[config.mk]
export PLATFORM = sky130hd
export DESIGN_NAME = dmx_frame_supervisor
export DESIGN_NICKNAME = d
export VERILOG_FILES = /design/src/rtl/dmxsup_pkg.sv /design/src/rtl/dmxsup_frame_track.sv /design/src/rtl/dmxsup_loss_timer.sv /design/src/rtl/dmxsup_rate_gate.sv /design/src/rtl/dmx_frame_supervisor.sv
export SDC_FILE = /design/constraint.sdc
export NUM_CORES = 1
export LEC_CHECK = 0
export ABC_AREA = 1
export CAP_MARGIN = 20
export CORE_UTILIZATION = 35
export DETAILED_ROUTE_END_ITERATION = 8
export PLACE_DENSITY_LB_ADDON = 0.05
export SETUP_SLACK_MARGIN = 0.2
export SYNTH_ARGS = -nofsm -noshare
export SYNTH_HDL_FRONTEND = slang
export SYNTH_SLANG_ARGS = --single-unit
export TNS_END_PERCENT = 1
[constraint.sdc]
create_clock -name clk -period 2 [get_ports clk]
set_clock_uncertainty 0.2 [all_clocks]
set_input_delay 0.3 -clock clk [delete_from_list [all_inputs] [get_ports clk]]
set_output_delay 0.3 -clock clk [all_outputs]
set_load 0.02 [all_outputs]
[src/rtl/dmxsup_pkg.sv]
package dmxsup_pkg;

    localparam logic [7:0] SC_NULL = 8'h00;
    localparam logic [7:0] SC_RDM  = 8'hCC;

    typedef enum logic [1:0] {
        FC_NONE = 2'd0,
        FC_NULL = 2'd1,
        FC_ALT  = 2'd2,
        FC_RDM  = 2'd3
    } frame_class_e;

    // Per-frame header captured at frame start
    typedef struct packed {
        frame_class_e cls;
        logic [7:0]   code;
        logic         open;
    } frame_hdr_t;

    function automatic frame_class_e classify(input logic [7:0] sc);
        if (sc == SC_NULL)
            return FC_NULL;
        else if (sc == SC_RDM)
            return FC_RDM;
        else
            return FC_ALT;
    endfunction

    // A start that the timers act on: anything but RDM
    function automatic logic usable_start(input logic sof, input logic [7:0] sc);
        return sof && (sc != SC_RDM);
    endfunction

endpackage

[src/rtl/dmxsup_frame_track.sv]
module dmxsup_frame_track
    import dmxsup_pkg::*;
#(
    parameter int MAX_SLOTS = 512,
    localparam int SW = $clog2(MAX_SLOTS + 1)
) (
    input  logic          clk,
    input  logic          rst,
    input  logic          sof_i,
    input  logic [7:0]    start_code_i,
    input  logic          slot_i,
    input  logic          eof_i,
    output frame_class_e  cls_o,
    output logic [SW-1:0] count_o,
    output logic [7:0]    asc_code_o,
    output logic [SW-1:0] asc_slots_o
);

    localparam logic [SW-1:0] CAP = SW'(MAX_SLOTS);

    frame_hdr_t    hdr_q;
    logic [SW-1:0] cnt_q;
    logic [SW-1:0] cnt_nxt;
    logic          take_slot;
    logic [7:0]    info_code_q;
    logic [SW-1:0] info_slots_q;

    // Slots count only in an open frame that is not RDM
    assign take_slot = hdr_q.open && (hdr_q.cls != FC_RDM) && slot_i;

    always_comb begin
        cnt_nxt = cnt_q;
        if (take_slot && (cnt_q != CAP))
            cnt_nxt = cnt_q + SW'(1);
    end

    always_ff @(posedge clk) begin
        if (rst) begin
            hdr_q.cls  <= FC_NONE;
            hdr_q.code <= 8'h00;
            hdr_q.open <= 1'b0;
            cnt_q      <= '0;
        end else if (sof_i) begin
            // A new start abandons any frame still open
            hdr_q.cls  <= classify(start_code_i);
            hdr_q.code <= start_code_i;
            hdr_q.open <= 1'b1;
            cnt_q      <= '0;
        end else begin
            cnt_q <= cnt_nxt;
            if (eof_i)
                hdr_q.open <= 1'b0;
        end
    end

    // Status of the latest completed alternate frame
    always_ff @(posedge clk) begin
        if (rst) begin
            info_code_q  <= 8'h00;
            info_slots_q <= '0;
        end else if (!sof_i && eof_i && hdr_q.open && (hdr_q.cls == FC_ALT)) begin
            info_code_q  <= hdr_q.code;
            info_slots_q <= cnt_nxt;
        end
    end

    assign cls_o       = hdr_q.cls;
    assign count_o     = cnt_q;
    assign asc_code_o  = info_code_q;
    assign asc_slots_o = info_slots_q;

endmodule

[src/rtl/dmxsup_loss_timer.sv]
module dmxsup_loss_timer #(
    parameter int LOSS_TICKS = 1250000,
    localparam int LW = $clog2(LOSS_TICKS + 1)
) (
    input  logic clk,
    input  logic rst,
    input  logic tick_i,
    input  logic start_i,
    output logic loss_o
);

    localparam logic [LW-1:0] LIMIT = LW'(LOSS_TICKS);

    logic [LW-1:0] age_q;
    logic          lost_q;

    // Counts ticks since the last usable start; stops once lost
    always_ff @(posedge clk) begin
        if (rst) begin
            age_q  <= '0;
            lost_q <= 1'b1;
        end else if (start_i) begin
            age_q  <= '0;
            lost_q <= 1'b0;
        end else if (tick_i && !lost_q) begin
            if (age_q == LIMIT)
                lost_q <= 1'b1;
            else
                age_q <= age_q + LW'(1);
        end
    end

    // Same-cycle release on a usable start
    assign loss_o = lost_q && !start_i;

endmodule

[src/rtl/dmxsup_rate_gate.sv]
module dmxsup_rate_gate #(
    parameter int GAP_TICKS = 1205,
    localparam int GW = $clog2(GAP_TICKS + 1)
) (
    input  logic clk,
    input  logic rst,
    input  logic tick_i,
    input  logic start_i,
    output logic permit_o
);

    localparam logic [GW-1:0] GAP = GW'(GAP_TICKS);

    logic [GW-1:0] since_q;
    logic          pass;
    logic          permit_q;

    assign pass = start_i && (since_q >= GAP);

    // Saturating tick count since the last permitted start
    always_ff @(posedge clk) begin
        if (rst) begin
            since_q  <= GAP;
            permit_q <= 1'b0;
        end else begin
            permit_q <= pass;
            if (pass)
                since_q <= '0;
            else if (tick_i && (since_q != GAP))
                since_q <= since_q + GW'(1);
        end
    end

    assign permit_o = permit_q;

endmodule

[src/rtl/dmx_frame_supervisor.sv]
module dmx_frame_supervisor
    import dmxsup_pkg::*;
#(
    parameter int MAX_SLOTS  = 512,
    parameter int LOSS_TICKS = 1250000,
    parameter int GAP_TICKS  = 1205,
    localparam int SW = $clog2(MAX_SLOTS + 1)
) (
    input  logic          clk,
    input  logic          rst,
    input  logic          tick_i,
    input  logic          sof_i,
    input  logic [7:0]    start_code_i,
    input  logic          slot_i,
    input  logic          eof_i,
    output logic [1:0]    frame_class_o,
    output logic [SW-1:0] slot_count_o,
    output logic [7:0]    asc_code_o,
    output logic [SW-1:0] asc_slots_o,
    output logic          loss_o,
    output logic          drv_en_o,
    output logic          permit_o
);

    logic         good_start;
    frame_class_e cls;
    logic         loss;

    assign good_start = usable_start(sof_i, start_code_i);

    dmxsup_frame_track #(.MAX_SLOTS(MAX_SLOTS)) u_track (
        .clk          (clk),
        .rst          (rst),
        .sof_i        (sof_i),
        .start_code_i (start_code_i),
        .slot_i       (slot_i),
        .eof_i        (eof_i),
        .cls_o        (cls),
        .count_o      (slot_count_o),
        .asc_code_o   (asc_code_o),
        .asc_slots_o  (asc_slots_o)
    );

    dmxsup_loss_timer #(.LOSS_TICKS(LOSS_TICKS)) u_loss (
        .clk     (clk),
        .rst     (rst),
        .tick_i  (tick_i),
        .start_i (good_start),
        .loss_o  (loss)
    );

    dmxsup_rate_gate #(.GAP_TICKS(GAP_TICKS)) u_gate (
        .clk      (clk),
        .rst      (rst),
        .tick_i   (tick_i),
        .start_i  (good_start),
        .permit_o (permit_o)
    );

    assign frame_class_o = cls;
    assign loss_o        = loss;
    assign drv_en_o      = !loss;

endmodule

==> qor.txt <==
Drc violations = 0
Die width = 107 um
Max cap viols = 0
Largest area contributor in the netlist = dfxtp_1
Tcrit/Tclk final = 0.979
Setup violators final = 0
Gate Count Post-Synth = 597
Worst hold endpoint = u_track.asc_code_o[4]
Row cnt = 38
Worst reg2reg endpoint = u_track.asc_slots_o[3]
Hold Vio Cnt, Final = 0
Via density = 4.82
GRT Resource Usage Total = 0.190
GP Congestion = 0.824
WL/cell = 12.6 um
Initial drt markers = 223
Final net count = 690
FF-to-FF setup slack = 0.29 ns
Port Buffer Count = 46
Number of H-tree levels = 3
Die height = 107 um
1st-pass router iterations = 4
Clock root buffer = clkbuf_8
Seq cells post-synth = 73
Crit path DAT = 1.46 ns
Initial antenna violation count = 0
Routed WL = 10.3 mm
Number of synthesized flops with an enable pin = 0
Syn Area/Cell = 6.51 sq um
Critical Path Start Type = primary input
Synth Flop Type = dfxtp_1
Worst hold path type = flop to flop
First-pass GRT wire length = 17.2 mm
Worst r2r path cells = 8
Clk_lat worst skew = 0.35 ns
Post-synth ARST share = 0
Hold Path Depth = 2
Post-detail-place hpwl = 7.54 mm
Status = finished clean
RSZ-0062 raised after global routing = yes
Top-area cell type share of the netlist area = 0.376
Layout cells sized above 1 = 0.145
Max IR drop VDD = 0.396 mV
Core Region = 10800 sq um
Via Count = 3928
Seq/Total Area, Yosys = 0.376
Vias in the first global route = 3684
Clock Path Buffers = 2
Number of antenna diodes = 0
Minimum hold slack = 0.252 ns
R2r startpoint = u_track.count_o[0]
Die ar. = 11500 sq um
Initial Util = 0.358
Pleak = 0.00253 uW
WP data required = 1.50 ns
CTS sink cnt = 73
Min-delay src = u_track.hdr_q[5]
IO Pins = 47
Fin Setup TNS = 0 ns
Area delta synth->final = 31.5%
Unique masters post-synth = 33
Most frequent cells after synthesis = 180 x nand2_1, 73 x dfxtp_1, 71 x nor2_1
Critical setup path kind = primary input to output port
Power Density = 740 nW/um^2
Synth Cell Area = 3880 sq um
Number of routed nets with antenna violations = 0
Largest net degree at the start of global routing = 25
CTS tree = yes
GRT overflow = 0
Critical path endpoint category = output port
Final Slew Violations = 0
Placed Instance Area = 4730 sq um
Worst slew pin tran = 0.403 ns
Yosys warns = 0
Synth area leaders = dfxtp_1 38%, nand2_1 17%, nand3_1 7.7%
Tmin final = 1.96 ns
Fin area = 5110 sq um
Rel. slew slack = 0.730
Top-count cell post-synth = nand2_1
Clock Pin Slew Worst Setup and Hold Paths = 0.07 ns
Syn nets = 617
Critical path fanouts, max = 2
Cts bufs inserted = 9
Fmax = 0.510 GHz
[state kept, by name, indices dropped and copies added, names as in the netlist]
| name | flops |
|---|---|
| u_track.asc_slots_o | 10 |
| u_loss.lost_q | 1 |
| u_gate.permit_o | 1 |
| u_track.asc_code_o | 8 |
| u_gate.since_q | 11 |
| u_track.count_o | 10 |
| u_track.cls_o | 2 |
| u_loss.age_q | 21 |
| u_track.hdr_q | 9 |
[critical path, stage by stage]
cell and delay (ns):
clkdlybuf4s50_1 0.47, nand2_1 0.05, nor3_1 0.14, nand2_1 0.09, nand2_2 0.11, nand2_1 0.08, inv_1 0.08, buf_4 0.14
[timing repair]
item                                    in CTS  in global routing
pin swaps                                    0                 12
gates resized for setup                     10                 73
endpoints found under the setup margin      32                 85
hold buffers                                 0                  0
buffers inserted                             0                  0
[through the flow]
stage / std cells / setup WS [ns] / power [uW] / utilization
floorplan: 597 / 0.301 / 2230 / -
global placement: 799 / -0.473 / 2600 / 0.437
detailed placement: 799 / -0.476 / 2600 / 0.437
CTS: 815 / 0.00624 / 3780 / 0.453
global route: 815 / -0.0554 / 4020 / 0.471
finish: 815 / 0.0411 / 3780 / 0.471
[final cells by class]
type	count	area, sq um
inverter	62	235
sequential	73	1480
clock inverter	3	40.0
multi-input combinational	442	2180
fill	1152	5730
timing repair buffer	82	851
clock buffer	13	149
tap	140	175
[routing by layer]
layer  share of wire  vias to the layer above  wire [um]  GRT usage
met5               0                        -          0          0
met4           0.019                        0        191     0.0656
met3           0.055                       15        565     0.0533
met2            0.45                       83       4640      0.302
met1            0.47                     1779       4870      0.246
li1                -                     2051          -          -
[kinds of logic after synthesis]
| kind of cell | Yosys count | synth area share |
|---|---|---|
| simple gates | 346 | 0.381 |
| xor+xnor | 18 | 0.0406 |
| compound gates | 72 | 0.0957 |
| flops | 73 | 0.376 |
| buf+inv | 82 | 0.0873 |
| fa+ha+maj | 6 | 0.0193 |
[power by group]
part           switching [uW]  internal, uW
clock                     560           609
combinational             545           408
sequential               97.9          1560
total                    1200          2570
[how the worst max path moves through the flow]
stage,end,slack (ns),depth (start not counted),from
6_report,loss_o,0.04,8,start_code_i[3]
5_1_grt,loss_o,-0.06,8,start_code_i[3]
4_1_cts,slot_count_o[0],0.006,1,u_track.count_o[0]
3_5_place_dp,loss_o,-0.48,8,start_code_i[3]
3_3_place_gp,loss_o,-0.47,8,start_code_i[3]
2_1_floorplan,u_track.asc_slots_o[8],0.30,10,u_track.count_o[0]
[placed cells by master, fill, tap and decap left out, drive strengths merged, types with 2 or more instances in the layout]
cell type,netlist,final
nand3,61,61
clkinv,1,3
o21ai,22,22
dlymetal6s2s,0,30
dfxtp,73,73
inv,61,61
nand4,8,8
nor4,2,2
or2,4,4
clkbuf,9,13
nand2,182,182
clkdlybuf4s50,0,13
and2,2,2
xnor2,4,4
ha,6,6
buf,11,38
a21oi,46,46
nor2,75,75
nand3b,4,4
nor3,8,8
xor2,14,14
Power figures use the tool's default switching activity.
